$ cat src/rtl/ipr_pkg.sv
package ipr_pkg;

    // One pending pulse request in the delay pipeline
    typedef struct packed {
        logic serr;
        logic vld;
    } perr_slot_t;

    // Status bit positions
    localparam int NSTS    = 3;
    localparam int STS_DPE = 0;
    localparam int STS_MPE = 1;
    localparam int STS_SA  = 2;

    // Interrupt status bit positions
    localparam int NINT    = 4;
    localparam int INT_DPE = 0;
    localparam int INT_MPE = 1;
    localparam int INT_SA  = 2;
    localparam int INT_SD  = 3;

endpackage

$ cat src/rtl/ipr_perr_pipe.sv
module ipr_perr_pipe
    import ipr_pkg::*;
#(
    parameter int CONV_DLY = 2,
    parameter int EXT_DLY  = 3
) (
    input  logic clk,
    input  logic rst_n,
    input  logic push,
    input  logic push_ext,
    input  logic push_serr,
    output logic fire,
    output logic fire_serr
);
    localparam int MAX_DLY   = (EXT_DLY > CONV_DLY) ? EXT_DLY : CONV_DLY;
    localparam int DEPTH     = MAX_DLY - 1;
    localparam int CONV_SLOT = CONV_DLY - 2;
    localparam int EXT_SLOT  = EXT_DLY - 2;

    // slot_q[0] feeds the output flops; the top slot is always empty
    perr_slot_t [DEPTH:0] slot_q;
    perr_slot_t [DEPTH:0] slot_d;

    always_comb begin
        slot_d = '0;
        for (int j = 0; j < DEPTH; j++) begin
            slot_d[j] = slot_q[j+1];
            if (push && ((push_ext && (j == EXT_SLOT)) || (!push_ext && (j == CONV_SLOT)))) begin
                slot_d[j].vld  = 1'b1;
                slot_d[j].serr = slot_q[j+1].serr | push_serr;
            end
        end
    end

    always_ff @(posedge clk) begin
        if (!rst_n) begin
            slot_q <= '0;
        end else begin
            slot_q <= slot_d;
        end
    end

    assign fire      = slot_q[0].vld;
    assign fire_serr = slot_q[0].serr;

endmodule

$ cat src/rtl/ipr_status_bank.sv
module ipr_status_bank
    import ipr_pkg::*;
(
    input  logic            clk,
    input  logic            rst_n,
    input  logic            set_dpe,
    input  logic            set_mpe,
    input  logic            set_sa,
    input  logic            imsk_dpe,
    input  logic            imsk_mpe,
    input  logic            imsk_sa,
    input  logic            sd_ie,
    input  logic            clr_we,
    input  logic [NSTS-1:0] clr_sts,
    input  logic [NINT-1:0] clr_int,
    output logic [NSTS-1:0] sts,
    output logic [NINT-1:0] int_sts
);
    logic [NSTS-1:0] sts_set;
    logic [NINT-1:0] int_set;

    always_comb begin
        sts_set          = '0;
        sts_set[STS_DPE] = set_dpe;
        sts_set[STS_MPE] = set_mpe;
        sts_set[STS_SA]  = set_sa;
        int_set          = '0;
        int_set[INT_DPE] = set_dpe & ~imsk_dpe;
        int_set[INT_MPE] = set_mpe & ~imsk_mpe;
        int_set[INT_SA]  = set_sa  & ~imsk_sa;
        int_set[INT_SD]  = set_sa  &  sd_ie;
    end

    // Set has priority over a same-cycle write-one-to-clear
    always_ff @(posedge clk) begin
        if (!rst_n) begin
            sts     <= '0;
            int_sts <= '0;
        end else begin
            sts     <= (sts     & ~({NSTS{clr_we}} & clr_sts)) | sts_set;
            int_sts <= (int_sts & ~({NINT{clr_we}} & clr_int)) | int_set;
        end
    end

    for (genvar i = 0; i < NSTS; i++) begin : g_sts_chk
        a_r11_sts_sticky: assert property (@(posedge clk) disable iff (!rst_n)
            (sts[i] && !(clr_we && clr_sts[i])) |=> sts[i]);
        a_r11_sts_set_wins: assert property (@(posedge clk) disable iff (!rst_n)
            sts_set[i] |=> sts[i]);
    end

    for (genvar i = 0; i < NINT; i++) begin : g_int_chk
        a_r11_int_sticky: assert property (@(posedge clk) disable iff (!rst_n)
            (int_sts[i] && !(clr_we && clr_int[i])) |=> int_sts[i]);
    end

endmodule

$ cat src/rtl/init_parerr_rpt.sv
module init_parerr_rpt
    import ipr_pkg::*;
#(
    parameter int CONV_DLY = 2,
    parameter int EXT_DLY  = 3
) (
    input  logic            clk,
    input  logic            rst_n,
    input  logic            term_vld,
    input  logic            term_perr,
    input  logic            ext_mode,
    input  logic            cmd_perr_rsp_en,
    input  logic            cmd_serr_en,
    input  logic            xcmd_ue_rcv_en,
    input  logic            ctl_serr_det_ie,
    input  logic            imsk_mpe,
    input  logic            imsk_serr,
    input  logic            imsk_dpe,
    input  logic            clr_we,
    input  logic [NSTS-1:0] clr_sts,
    input  logic [NINT-1:0] clr_int,
    output logic            perr_n,
    output logic            serr_n,
    output logic [NSTS-1:0] sts,
    output logic [NINT-1:0] int_sts,
    output logic            irq,
    output logic            req_hold
);
    logic par_evt;
    logic acc_evt;
    logic serr_ok;
    logic fire;
    logic fire_serr;

    assign par_evt = term_vld & term_perr;
    assign acc_evt = par_evt & cmd_perr_rsp_en;
    assign serr_ok = cmd_serr_en & ~xcmd_ue_rcv_en;

    ipr_perr_pipe #(
        .CONV_DLY (CONV_DLY),
        .EXT_DLY  (EXT_DLY)
    ) u_pipe (
        .clk       (clk),
        .rst_n     (rst_n),
        .push      (acc_evt),
        .push_ext  (ext_mode),
        .push_serr (serr_ok),
        .fire      (fire),
        .fire_serr (fire_serr)
    );

    always_ff @(posedge clk) begin
        if (!rst_n) begin
            perr_n   <= 1'b1;
            serr_n   <= 1'b1;
            req_hold <= 1'b0;
        end else begin
            perr_n   <= ~fire;
            serr_n   <= ~fire_serr;
            req_hold <= term_vld;
        end
    end

    ipr_status_bank u_bank (
        .clk      (clk),
        .rst_n    (rst_n),
        .set_dpe  (par_evt),
        .set_mpe  (fire),
        .set_sa   (fire_serr),
        .imsk_dpe (imsk_dpe),
        .imsk_mpe (imsk_mpe),
        .imsk_sa  (imsk_serr),
        .sd_ie    (ctl_serr_det_ie),
        .clr_we   (clr_we),
        .clr_sts  (clr_sts),
        .clr_int  (clr_int),
        .sts      (sts),
        .int_sts  (int_sts)
    );

    assign irq = |int_sts;

    if (CONV_DLY == 2) begin : g_conv_chk
        a_r1_conv_delay: assert property (@(posedge clk) disable iff (!rst_n)
            (acc_evt && !ext_mode) |=> ##1 !perr_n);
    end
    if (EXT_DLY == 3) begin : g_ext_chk
        a_r2_ext_delay: assert property (@(posedge clk) disable iff (!rst_n)
            (acc_evt && ext_mode) |=> ##2 !perr_n);
    end

    a_r5_mpe_with_perr: assert property (@(posedge clk) disable iff (!rst_n)
        !perr_n |-> sts[STS_MPE]);
    a_r6_serr_inside_perr: assert property (@(posedge clk) disable iff (!rst_n)
        !serr_n |-> !perr_n);
    a_r7_sa_with_serr: assert property (@(posedge clk) disable iff (!rst_n)
        !serr_n |-> sts[STS_SA]);
    a_r8_sd_needs_serr: assert property (@(posedge clk) disable iff (!rst_n)
        $rose(int_sts[INT_SD]) |-> !serr_n);
    a_r9_dpe_on_error: assert property (@(posedge clk) disable iff (!rst_n)
        par_evt |=> sts[STS_DPE]);
    a_r10_hold_after_term: assert property (@(posedge clk) disable iff (!rst_n)
        term_vld |=> req_hold);

endmodule

$ cat config.mk
export PLATFORM = sky130hd
export DESIGN_NAME = init_parerr_rpt
export DESIGN_NICKNAME = d
export VERILOG_FILES = /design/src/rtl/ipr_pkg.sv /design/src/rtl/ipr_perr_pipe.sv /design/src/rtl/ipr_status_bank.sv /design/src/rtl/init_parerr_rpt.sv
export SDC_FILE = /design/constraint.sdc
export NUM_CORES = 1
export LEC_CHECK = 0
export BUFFER_PORTS_ARGS = -buffer_cell sky130_fd_sc_hd__buf_2
export CAP_MARGIN = 20
export CELL_PAD_IN_SITES_DETAIL_PLACEMENT = 0
export CELL_PAD_IN_SITES_GLOBAL_PLACEMENT = 1
export CORE_UTILIZATION = 25
export CTS_BUF_LIST = sky130_fd_sc_hd__clkbuf_8 sky130_fd_sc_hd__clkbuf_16
export DETAILED_ROUTE_END_ITERATION = 10
export PLACE_DENSITY_LB_ADDON = 0.1
export SLEW_MARGIN = 20
export SYNTH_ARGS = -nofsm -noshare
export SYNTH_HDL_FRONTEND = slang
export SYNTH_SLANG_ARGS = --single-unit
$ cat constraint.sdc
create_clock -name clk -period 0.8 [get_ports clk]
set_input_delay 0.12 -clock clk [delete_from_list [all_inputs] [get_ports clk]]
set_output_delay 0.12 -clock clk [all_outputs]
set_load 0.1 [all_outputs]
After elaboration in Yosys (flattened, before gate mapping)
Cells that the tools add are included.
- muxes and demuxes: 2
- bitwise logic cells: 23
- reduce and logical (&&, ||, !) cells: 4
- operator list (cell ; number):
    4-bit bitwise AND ; 2
    1-bit bitwise AND ; 7
    3-bit bitwise AND ; 2
    1-bit NOT ; 6
    2-bit two-way mux ; 2
    4-bit NOT ; 1
    4-bit OR ; 1
    4-bit OR reduction ; 1
    3-bit NOT ; 1
    3-bit OR ; 1
    1-bit logical AND ; 2
    1-bit OR ; 2
    1-bit zero test ; 1
- register bits after elaboration: 16
- bits of input ports: 20
- output and inout bits: 11

Logic depth before layout (Yosys ltp)
- depth after elaboration: 4
- depth in mapped cells: 2
- mapped depth without buffers: 2

Modules after synthesis
Synthesis repeated with hierarchy kept, for this count alone.
- cell total of the unflattened synthesis: 49
- area, all modules: 508.0 µm²
- by module, submodules not included (module ; times used ; cells an instance ; area each (µm²) ; sequential area each (µm²)):
    ipr_status_bank ; 1 ; 29 ; 280.3 ; 140.1
    ipr_perr_pipe ; 1 ; 10 ; 127.6 ; 80.1
    init_parerr_rpt ; 1 ; 10 ; 100.1 ; 60.1

Least setup slack after synthesis
No wires, ideal clock.
- kind: flip-flop to output port
- start point: register u_bank.int_sts[2]
- end point: output irq
- arrival time: 1.772 ns
- required time: 0.680 ns
- setup slack: -1.092 ns
- cell stages (with the launch flop): 2
- path buffers: 0
- cell sequence: dfxtp_1 > or4_1
- cells in the longest elaborated chain, start to end: 1
- ends and longest elaborated chain (item ; RTL line ; text):
    start, declared ; ipr_status_bank.sv:17 ; output logic [NINT-1:0] int_sts
    start signal, assigned ; ipr_status_bank.sv:41 ; int_sts <= (int_sts & ~({NINT{clr_we}} & clr_int)) | int_set;
    4-bit OR reduction ; init_parerr_rpt.sv:81 ; assign irq = |int_sts;
    end, declared ; init_parerr_rpt.sv:26 ; output logic irq,
Every way passes these cells.

Final worst setup path
Same ends and word-level chain as after synthesis.

==> impl_metrics.yaml <==
placement:
  port-buffer-count: 30
  place_congestion: 0.6565
  pre_cts_ws_ns: -0.4571
cells_and_area:
  regArea_um2: 310.3
  final_cell_mix: "buf_2, buf_12, dfxtp_4"
  antenna_cells: 0
  fin_nets: 106
  num-fill-cells: 174
  layout_commonest_cell: "buf_2"
  layout-drive-gt1-share_pct: 63.53
  final_util_pct: 55.42
  syn2layout_area_growth_pct: 98.01
  multiInputGateArea_um2: 230.2
timing:
  tightest_slew_ns: 0.2273
  tns_ns: -1.908
  max_slew_margin_pct: 84.64
  rsz0062_at_grt: "true"
  max_freq_mhz: 705.9
  drv_slew: 0
  post-route-period-util_pct: 177.1
  min_period_ns: 1.417
  setup_violations: 15
  hold_viol: 0
  clock_skew_ns: 0.002032
  fin_ws_ns: -0.6167
logic_synthesis:
  syn_nets: 66
  syn_area_per_cell_um2: 10.96
  synth_top_area_cell: "dfxtp_1"
  synth_top_area_share_pct: 55.58
  syn_inst: 46
  yosys_register_bits: 14
  syn_area_um2: 504.2
  yosysSeqAreaShare_pct: 55.58
  synth_warnings: 0
  synth_area_leaders: "dfxtp_1, a21boi_0, o21a_1, a21bo_2, nand2_1"
  synth_cell_type_count: 15
floorplan:
  die_y_um: 46.91
  core_um2: 1802
  pin_count: 31
  dieArea_um2: 2201
  core.rowCount: 15
  die_w_um: 46.91
  start_util_pct: 27.99
worst_setup_path:
  cp.required_ns: 0.68
  crit_path_top_delay_cell: "or4_4"
  endpoint_kind: "primary output"
  worstSetupPathType: "flop to primary output"
  worst_path_largest_cell_delay_ns: 0.54
  worstPathMaxFanout: 2
  worstSetupStartpointType: "flop"
  cp.arrival_ns: 1.30
  path_cells: "or4_4 -> buf_12"
cts:
  clk_path_buf_depth: 2
  cts_inserted_buffers: 3
  cts_hold_buf: 0
  clk_pin_slew_ns: 0.05
  clock_latency_ns: 0.24
  root_buffer: "clkbuf_8"
  cts_tree: "built"
  cts_max_level: 1
  cts.sinks: 14
grt:
  grt_pass1_vias: 411
  antenna_found_initial: 0
  grtUsageTotal_pct: 12.04
  grt_max_degree: 9
  overflow: 0
  grt_pass1_wl_um: 1766
outcome:
  violations: "negative setup slack"
  outcome: "complete, but fails checks"
detailed_routing:
  wirelength_um: 1146
  top_layer_used: "met4"
  vias: 473
  wl_per_cell_um: 10.42
  wl_met2_um: 532
  drt_drc_violations_left: 0
  drt-met1-wl_um: 514
  routed_via_density: 4.300
  firstDrtPassIters: 4
  ant_nets: 0
  wl_met3_um: 93
  drt-initial-drc-count: 4
power:
  max-vdd-ir-drop_mv: 0.8478
  p_leak_nw: 0.4380
  powerDensity_nw_per_um2: 1674
job:
  drv_cap: 0
min_path:
  hp-class: "input port to flop"
==> worst max-delay path, delay by kind of cell (launching register included) <==
kind	cells	cell delay, ns
buffers and inverters	1	0.18
flip-flops	1	0.33
AND/OR/NAND/NOR	1	0.54
==> synth_stat cells <==
cell type / number
a21bo_2: 2
a21boi_0: 7
a22o_1: 1
and2_1: 1
and3b_1: 2
and4b_1: 1
buf_4: 1
dfxtp_1: 14
nand2_1: 5
nand3_1: 1
nor2_1: 1
nor2b_1: 2
nor4b_1: 1
o21a_1: 6
or4_1: 1
==> sequential cells by signal, indices dropped and copies added, names as in the netlist <==
name	count
u_bank.sts	3
u_pipe.fire_serr	1
serr_n	1
u_pipe.slot_q	2
perr_n	1
u_pipe.fire	1
u_bank.int_sts	4
req_hold	1
==> area by class of cell <==
type	count	area share (%)
repair buffers	36	37.22
clock buffers	4	5.514
flip-flops and latches	14	31.08
well taps	25	3.133
multi-input cells	31	23.06
==> where the power goes <==
part	switching, W	internal (W)	leakage, nW
Clock	0.000230	0.000435	0.0288
Combinational	0.000169	0.000130	0.291
Sequential	0.0000113	0.000696	0.118
Total	0.000410	0.00126	0.438
==> routing by layer <==
layer / vias up / GRT usage (%)
met4: 0 / 6.857
met2: 25 / 20.00
met3: 2 / 3.462
met1: 204 / 13.82
met5: - / 0
li1: 242 / -
==> kinds of logic after synthesis <==
group	synth area share (%)
and+or+nand+nor	17.87
AOI/OAI and AO/OA	25.06
buffers and inverters	1.489
DFF	55.58
==> per-stage QoR <==
| step | hold slack [ns] | instances | instance area [um2] | total power, W |
|---|---|---|---|---|
| 2_1_floorplan | 0.1967 | 46 | 538.0 | 0.0008743 |
| 3_3_place_gp | 0.3014 | 106 | 907.1 | 0.001004 |
| 3_5_place_dp | 0.2993 | 106 | 907.1 | 0.001005 |
| 4_1_cts | 0.04364 | 110 | 992.2 | 0.001696 |
| 5_1_grt | 0.04461 | 110 | 998.5 | 0.001750 |
| 6_report | 0.05453 | 110 | 998.5 | 0.001671 |
==> worst paths after layout <==
check	from	endpoint	slack, ns	cells after the start
worst max-delay path	u_bank.int_sts[2]$_SDFF_PN0_	irq	-0.62	2
worst max register to register	u_bank.int_sts[2]$_SDFF_PN0_	u_bank.int_sts[2]$_SDFF_PN0_	-0.07	3
worst min register to register	u_pipe.fire$_SDFF_PN0_	perr_n$_SDFF_PN1_	0.40	1
worst min-delay path	xcmd_ue_rcv_en	u_pipe.slot_q[3]$_SDFF_PN0_	0.05	2
==> repair_timing <==
item | in CTS | in global routing
resized for setup | 8 | 2
pin swaps | 1 | 0
setup buffers | 0 | 1
setup endpoints to repair | 15 | 15
Power figures use the tool's default switching activity.
